`src/rtl/amute_pkg.sv`:
```
package amute_pkg;
    typedef enum logic [1:0] {
        ST_OFF   = 2'd0,
        ST_WATCH = 2'd1,
        ST_MUTED = 2'd2
    } amute_state_e;
endpackage

```
`src/rtl/amute_static_det.sv`:
```
module amute_static_det #(
    parameter int W = 20
) (
    input  logic [W-1:0] word,
    output logic         is_static
);
    logic all_ones;
    logic all_zeros;

    always_comb begin
        all_ones  = &word;
        all_zeros = ~(|word);
        is_static = all_ones | all_zeros;
    end
endmodule

```
`src/rtl/amute_run_ctr.sv`:
```
module amute_run_ctr #(
    parameter int LIMIT_VAL = 8192,
    parameter int CNT_W     = $clog2(LIMIT_VAL + 1)
) (
    input  logic clk,
    input  logic rst_n,
    input  logic clr,
    input  logic inc,
    output logic full
);
    localparam logic [CNT_W-1:0] LIMIT = CNT_W'(LIMIT_VAL);

    logic [CNT_W-1:0] cnt_q;

    always_ff @(posedge clk or negedge rst_n) begin
        if (!rst_n) begin
            cnt_q <= '0;
        end else if (clr) begin
            cnt_q <= '0;
        end else if (inc && !full) begin
            cnt_q <= cnt_q + 1'b1;
        end
    end

    assign full = (cnt_q == LIMIT);

    // the run never passes its limit
    a_r9_no_overflow: assert property (@(posedge clk) disable iff (!rst_n)
        cnt_q <= LIMIT);

    // a full run stays full until cleared
    a_r9_hold_full: assert property (@(posedge clk) disable iff (!rst_n)
        (full && !clr) |=> full);
endmodule

```
`src/rtl/static_automute.sv`:
```
module static_automute
    import amute_pkg::*;
#(
    parameter int SAMPLE_W = 20,
    parameter int RUN_LEN  = 8192
) (
    input  logic                clk,
    input  logic                rst_n,
    input  logic                smp_valid,
    input  logic [SAMPLE_W-1:0] smp_left,
    input  logic [SAMPLE_W-1:0] smp_right,
    input  logic                automute_en_n,
    input  logic                hold_left_n,
    input  logic                hold_right_n,
    output logic                mute_left,
    output logic                mute_right
);
    localparam int NCH   = 2;
    localparam int CNT_W = $clog2(RUN_LEN + 1);

    logic [NCH-1:0][SAMPLE_W-1:0] words;
    logic [NCH-1:0]               ch_static;
    logic                         frame_static;
    logic                         brk;
    logic                         adv;
    logic                         ctr_clr;
    logic                         run_full;
    logic                         auto_on;
    amute_state_e                 state_q;
    amute_state_e                 state_d;

    assign words[0] = smp_left;
    assign words[1] = smp_right;

    generate
        for (genvar g = 0; g < NCH; g++) begin : g_det
            amute_static_det #(.W(SAMPLE_W)) u_det (
                .word      (words[g]),
                .is_static (ch_static[g])
            );
        end
    endgenerate

    always_comb begin
        frame_static = &ch_static;
        brk          = smp_valid && !frame_static;
        adv          = smp_valid && frame_static;
        ctr_clr      = automute_en_n || brk;
    end

    amute_run_ctr #(.LIMIT_VAL(RUN_LEN), .CNT_W(CNT_W)) u_run (
        .clk   (clk),
        .rst_n (rst_n),
        .clr   (ctr_clr),
        .inc   (adv),
        .full  (run_full)
    );

    // next-state logic
    always_comb begin
        state_d = state_q;
        if (automute_en_n) begin
            state_d = ST_OFF;
        end else begin
            unique case (state_q)
                ST_OFF:   state_d = ST_WATCH;
                ST_WATCH: if (run_full && !brk) state_d = ST_MUTED;
                ST_MUTED: if (brk) state_d = ST_WATCH;
                default:  state_d = ST_OFF;
            endcase
        end
    end

    // state register
    always_ff @(posedge clk or negedge rst_n) begin
        if (!rst_n) begin
            state_q <= ST_OFF;
        end else begin
            state_q <= state_d;
        end
    end

    // outputs
    always_comb begin
        auto_on    = (state_q == ST_MUTED) && !automute_en_n;
        mute_left  = auto_on || !hold_left_n;
        mute_right = auto_on || !hold_right_n;
    end

    // engaging only follows a full run
    a_r3_engage_needs_full: assert property (@(posedge clk) disable iff (!rst_n)
        $rose(state_q == ST_MUTED) |-> $past(run_full));

    // a breaking frame leaves the automatic mute disengaged
    a_r5_break_releases: assert property (@(posedge clk) disable iff (!rst_n)
        brk |=> (state_q != ST_MUTED));

    // a breaking frame empties the run
    a_r10_break_clears_run: assert property (@(posedge clk) disable iff (!rst_n)
        brk |=> !run_full);

    // the disabled automatic path cannot raise a flag
    a_r6_disabled_left: assert property (@(posedge clk) disable iff (!rst_n)
        (automute_en_n && hold_left_n) |-> !mute_left);
    a_r6_disabled_right: assert property (@(posedge clk) disable iff (!rst_n)
        (automute_en_n && hold_right_n) |-> !mute_right);

    // a manual hold always mutes its channel
    a_r7_hold_left: assert property (@(posedge clk) disable iff (!rst_n)
        !hold_left_n |-> mute_left);
    a_r7_hold_right: assert property (@(posedge clk) disable iff (!rst_n)
        !hold_right_n |-> mute_right);
endmodule

```
`config.mk`:
```
export PLATFORM = sky130hd
export DESIGN_NAME = static_automute
export DESIGN_NICKNAME = d
export VERILOG_FILES = /design/src/rtl/amute_pkg.sv /design/src/rtl/amute_static_det.sv /design/src/rtl/amute_run_ctr.sv /design/src/rtl/static_automute.sv
export SDC_FILE = /design/constraint.sdc
export NUM_CORES = 1
export LEC_CHECK = 0
export CAP_MARGIN = 5
export CORE_MARGIN = 3
export CORE_UTILIZATION = 49
export DETAILED_ROUTE_END_ITERATION = 16
export DONT_BUFFER_PORTS = 1
export PLACE_DENSITY = 0.69
export REMOVE_ABC_BUFFERS = 1
export SYNTH_ARGS = -nofsm -noshare
export SYNTH_HDL_FRONTEND = slang
export SYNTH_SLANG_ARGS = --single-unit
```
`constraint.sdc`:
```
create_clock -name clk -period 3.35 [get_ports clk]
set_input_delay 0.5025 -clock clk [delete_from_list [all_inputs] [get_ports clk]]
set_output_delay 0.5025 -clock clk [all_outputs]
set_load 0.01 [all_outputs]
```
==> results by stage <==
Status:
- The flow ran to the end, and the final reports show no timing, DRC or antenna violations.

Floorplanning:
- The vertical die dimension is 54.7 um.
- The starting density of the core is 52.1%.
- The area of the die is 3000 um^2.
- The standard cell core area is 2230 um^2.
- Row generation in the floorplan step produced 17 rows.
- For this design the top-level I/O count stands at 48.
- The chip width is 54.7 um.

Run:
- The max-cap check violation count is 0.

Global routing:
- In the global route stage, met2 resource usage came out at 31.9%.
- The routing usage on met1 is 24.3%.
- The global routing stage identified its most utilized layer as met2.
- The number of antenna violations at the first check in global routing was 0.
- The global-route track usage on met3 is 1.63%.
- The number of global-route vias before repair is 1077.
- The first-pass GRT wire length is 4170 um.
- In the global route stage, overall resource usage came out at 19.1%.
- Entering global routing, the biggest net connects 26 pins.
- The total overflow left after global routing is 0.

Final layout:
- Compared with the post-synthesis result, the final layout area differs by 4.95%.
- The count of fill cells added during filler insertion is 205.
- The finished cells cover 1220 um^2.
- The final layout contains 188 nets.
- Cells with a size suffix above 1 make up 7.91% of the layout.
- The multi-input combinational cells in the finished layout cover a total of 709 um^2.
- The register cell area after layout is 400 um^2.
- The count of inserted antenna diode cells is 0.

Setup path:
- STA puts the critical path data required time at 3.58 ns.
- The worst setup path is launched from a register.
- Of all nets on the critical path, the largest fanout is 25.
- STA puts the critical path data arrival time at 2.34 ns.
- The critical path's slowest cell is sky130_fd_sc_hd__or4_1.
- The number of buffers and inverters on the critical path is 1.
- In this design, the stage delay of the slowest critical-path cell is 0.56 ns.
- The category of the most critical setup path is reg2reg.
- STA classifies the critical path endpoint as a register.
- The dominant delay contributor by cell family on the critical path is simple AND/OR/NAND/NOR gates.
- The critical path goes through inv_1, ha_1, nor4b_1, nand2_1, o21a_1, nand3_4, or4_1, a21oi_1.

Yosys:
- Synthesis inferred 16 register bits.
- The synthesized netlist occupies a cell area of 1160 um^2.
- Synthesis produced 138 cells.
- The Yosys step of the flow raised 0 warnings.
- The distinct cell type count of the synthesized netlist is 31.
- Averaged over all synthesized cells, the footprint is 8.43 um^2.
- Sequential elements use 34.4% of the synthesized area.

Place:
- The congestion estimate from routability-driven global placement came to 0.790.
- The post-place instance area is 1170 um^2.
- The placed wire-length estimate is 1900 um.
- Input and output buffers added on the ports amount to 0.

STA:
- The number of endpoints failing setup at the final stage is 0.
- Derived from the worst setup path, the maximum achievable clock frequency is 473 MHz.
- Setup repair after global routing left no endpoint under its margin.
- The final period demand of the worst path is 2.12 ns.
- The part of the cycle the worst path needs is 63.1%.
- The number of failing hold endpoints at the final stage came to 0.
- The pin slew with the least headroom to its limit is 0.719 ns.
- The number of slew-limit violations in the final report is 0.
- Between clock sinks in the finished design, the worst skew comes to 0.00493 ns.
- In the final timing run, aggregate negative setup slack is 0 ns.
- The worst relative slew slack is 51.9%.

Clock tree:
- Once the clock tree was built, the resizer swapped 0 gates to a different size.
- The maximum root-to-sink buffer count is 2.
- At the later pin of the worst-skew pair, clock insertion delay measures 0.30 ns.
- The buffer cell driving the clock tree root is sky130_fd_sc_hd__clkbuf_4.
- The H-tree depth is 1.
- The number of clock buffers inserted by TritonCTS is 3.
- Clock-pin slew was measured on the worst setup and hold paths at 0.10 ns.
- TritonCTS built the clock tree.
- The clock net in this run drives a total of 16 sinks.

Power:
- The worst ir drop on vdd is 0.169 mV.
- The static leakage power is 0.370 nW.
- The power per cell area is 280 nW/um^2.

Drt:
- The number of nets with antenna violations after routing is 0.
- The number of vias per cell after detailed routing is 6.75.
- The routed via count is 1128.
- Dividing the detail-routed wire length by the instance count gives 14.9 um.
- For this run, design rule violations remaining after detail routing come to 0.
- For this run, the detailed router's first-pass iteration total came to 4.
- The detailed router finished its first iteration with 25 violations.
- The routed design has 2480 um of wire.

Min path:
- The worst hold path belongs to the class in2reg.
cell usage in the layout (no fill, tap or decap), drive strengths merged, types with 2 or more instances in the layout:
cell type / Yosys / layout
nand3: 9 / 9
nor3: 3 / 3
dfrtp: 16 / 16
ha: 2 / 2
and4: 2 / 2
inv: 8 / 8
clkbuf: 2 / 4
nand2: 11 / 11
or4: 7 / 7
nor4: 11 / 11
nor2: 6 / 6
nand4: 14 / 14
a2bb2o: 2 / 2
o31ai: 7 / 7
a21oi: 13 / 13
or3: 6 / 6
o21ai: 7 / 7
metal layers:
layer	part of all wire, %	wire, um	vias up
met2	49	1210	55
li1	-	-	553
met4	2.1	52	0
met5	0	0	-
met3	8.0	199	5
met1	41	1020	515
cells by family (layout without fill, tap and decap cells):
group	after synthesis	in the layout	share of synthesized area, %
AND/OR/NAND/NOR	73	73	37.9
buffers and inverters	12	13	4.62
AO/OA/AOI/OAI	34	34	20.0
multiplexers	1	1	0.968
flip-flops	16	16	34.4
adder cells (fa/ha/maj)	2	2	2.15
where the power goes:
group | internal, W | switching, W
registers | 0.000194 | 0.000000434
clock network | 0.0000664 | 0.0000646
logic | 0.00000652 | 0.0000107
total | 0.000267 | 0.0000757
registers in the layout (all words and copies together), names as in the netlist:
name         flops
u_run.cnt_q     14
state_q          2
final timing paths:
| check | startpoint | to | slack (ns) | cells after the start |
|---|---|---|---|---|
| min reg2reg | state_q[1] | state_q[0] | 0.48 | 1 |
| min in group asynchronous | rst_n | u_run.cnt_q[2] | 0.69 | 1 |
| max in group asynchronous | rst_n | state_q[1] | 2.20 | 1 |
| min | automute_en_n | state_q[0] | 0.30 | 1 |
| max | u_run.cnt_q[0] | u_run.cnt_q[12] | 1.23 | 8 |
| max reg2reg | u_run.cnt_q[0] | u_run.cnt_q[12] | 1.23 | 8 |
worst reg2reg max path, stage by stage, from the launching register on:
cell	delay, ns
sky130_fd_sc_hd__dfrtp_1	0.42
sky130_fd_sc_hd__inv_1	0.06
sky130_fd_sc_hd__ha_1	0.19
sky130_fd_sc_hd__nor4b_1	0.14
sky130_fd_sc_hd__nand2_1	0.10
sky130_fd_sc_hd__o21a_1	0.20
sky130_fd_sc_hd__nand3_4	0.22
sky130_fd_sc_hd__or4_1	0.56
sky130_fd_sc_hd__a21oi_1	0.16
stage by stage:
stage	hold slack [ns]	setup WS (ns)	utilization (%)	total power, W	cells
3_5_place_dp	0.207	1.13	52.6	0.000211	162
3_3_place_gp	0.207	1.21	52.6	0.000211	162
2_1_floorplan	0.207	1.36	-	0.000209	134
4_1_cts	0.291	1.21	54.7	0.000346	167
6_report	0.295	1.23	54.7	0.000342	167
5_1_grt	0.278	1.11	54.7	0.000360	167
synth_stat cells (all sizes together):
| cell | n | area share, % |
|---|---|---|
| a2111oi | 1 | 0.75 |
| a21oi | 13 | 5.6 |
| or4 | 7 | 4.5 |
| o32ai | 1 | 0.75 |
| nor2 | 6 | 1.9 |
| nor4b | 1 | 0.75 |
| buf | 2 | 1.4 |
| mux2 | 1 | 0.97 |
| o21ai | 7 | 3.0 |
| a2bb2o | 2 | 3.4 |
| o21a | 1 | 0.65 |
| nor4 | 11 | 7.0 |
| or3 | 6 | 3.2 |
| and3 | 1 | 0.54 |
| a21o | 1 | 0.65 |
| inv | 8 | 2.6 |
| nor3 | 3 | 1.3 |
| a211oi | 1 | 0.65 |
| nand2 | 11 | 3.5 |
| ha | 2 | 2.2 |
| dfrtp | 16 | 34 |
| clkbuf | 2 | 0.65 |
| nand3 | 9 | 4.9 |
| or2 | 1 | 0.54 |
| and4 | 2 | 1.5 |
| nand4 | 14 | 7.5 |
| o31ai | 7 | 4.5 |
| nand2b | 1 | 0.54 |
area by class of cell:
type	instances	share of cell area, %
Clock buffer	4	2.97
Inverter	8	2.46
Multi-Input combinational cell	110	58.1
Sequential cell	16	32.8
Tap cell	28	2.87
Timing Repair Buffer	1	0.820
timing repair:
item | 4_1_cts | 5_1_grt
hold buffers | 1 | 0
hold endpoints to repair | 16 | 0
setup buffers | 0 | 0
Power figures use the tool's default switching activity.
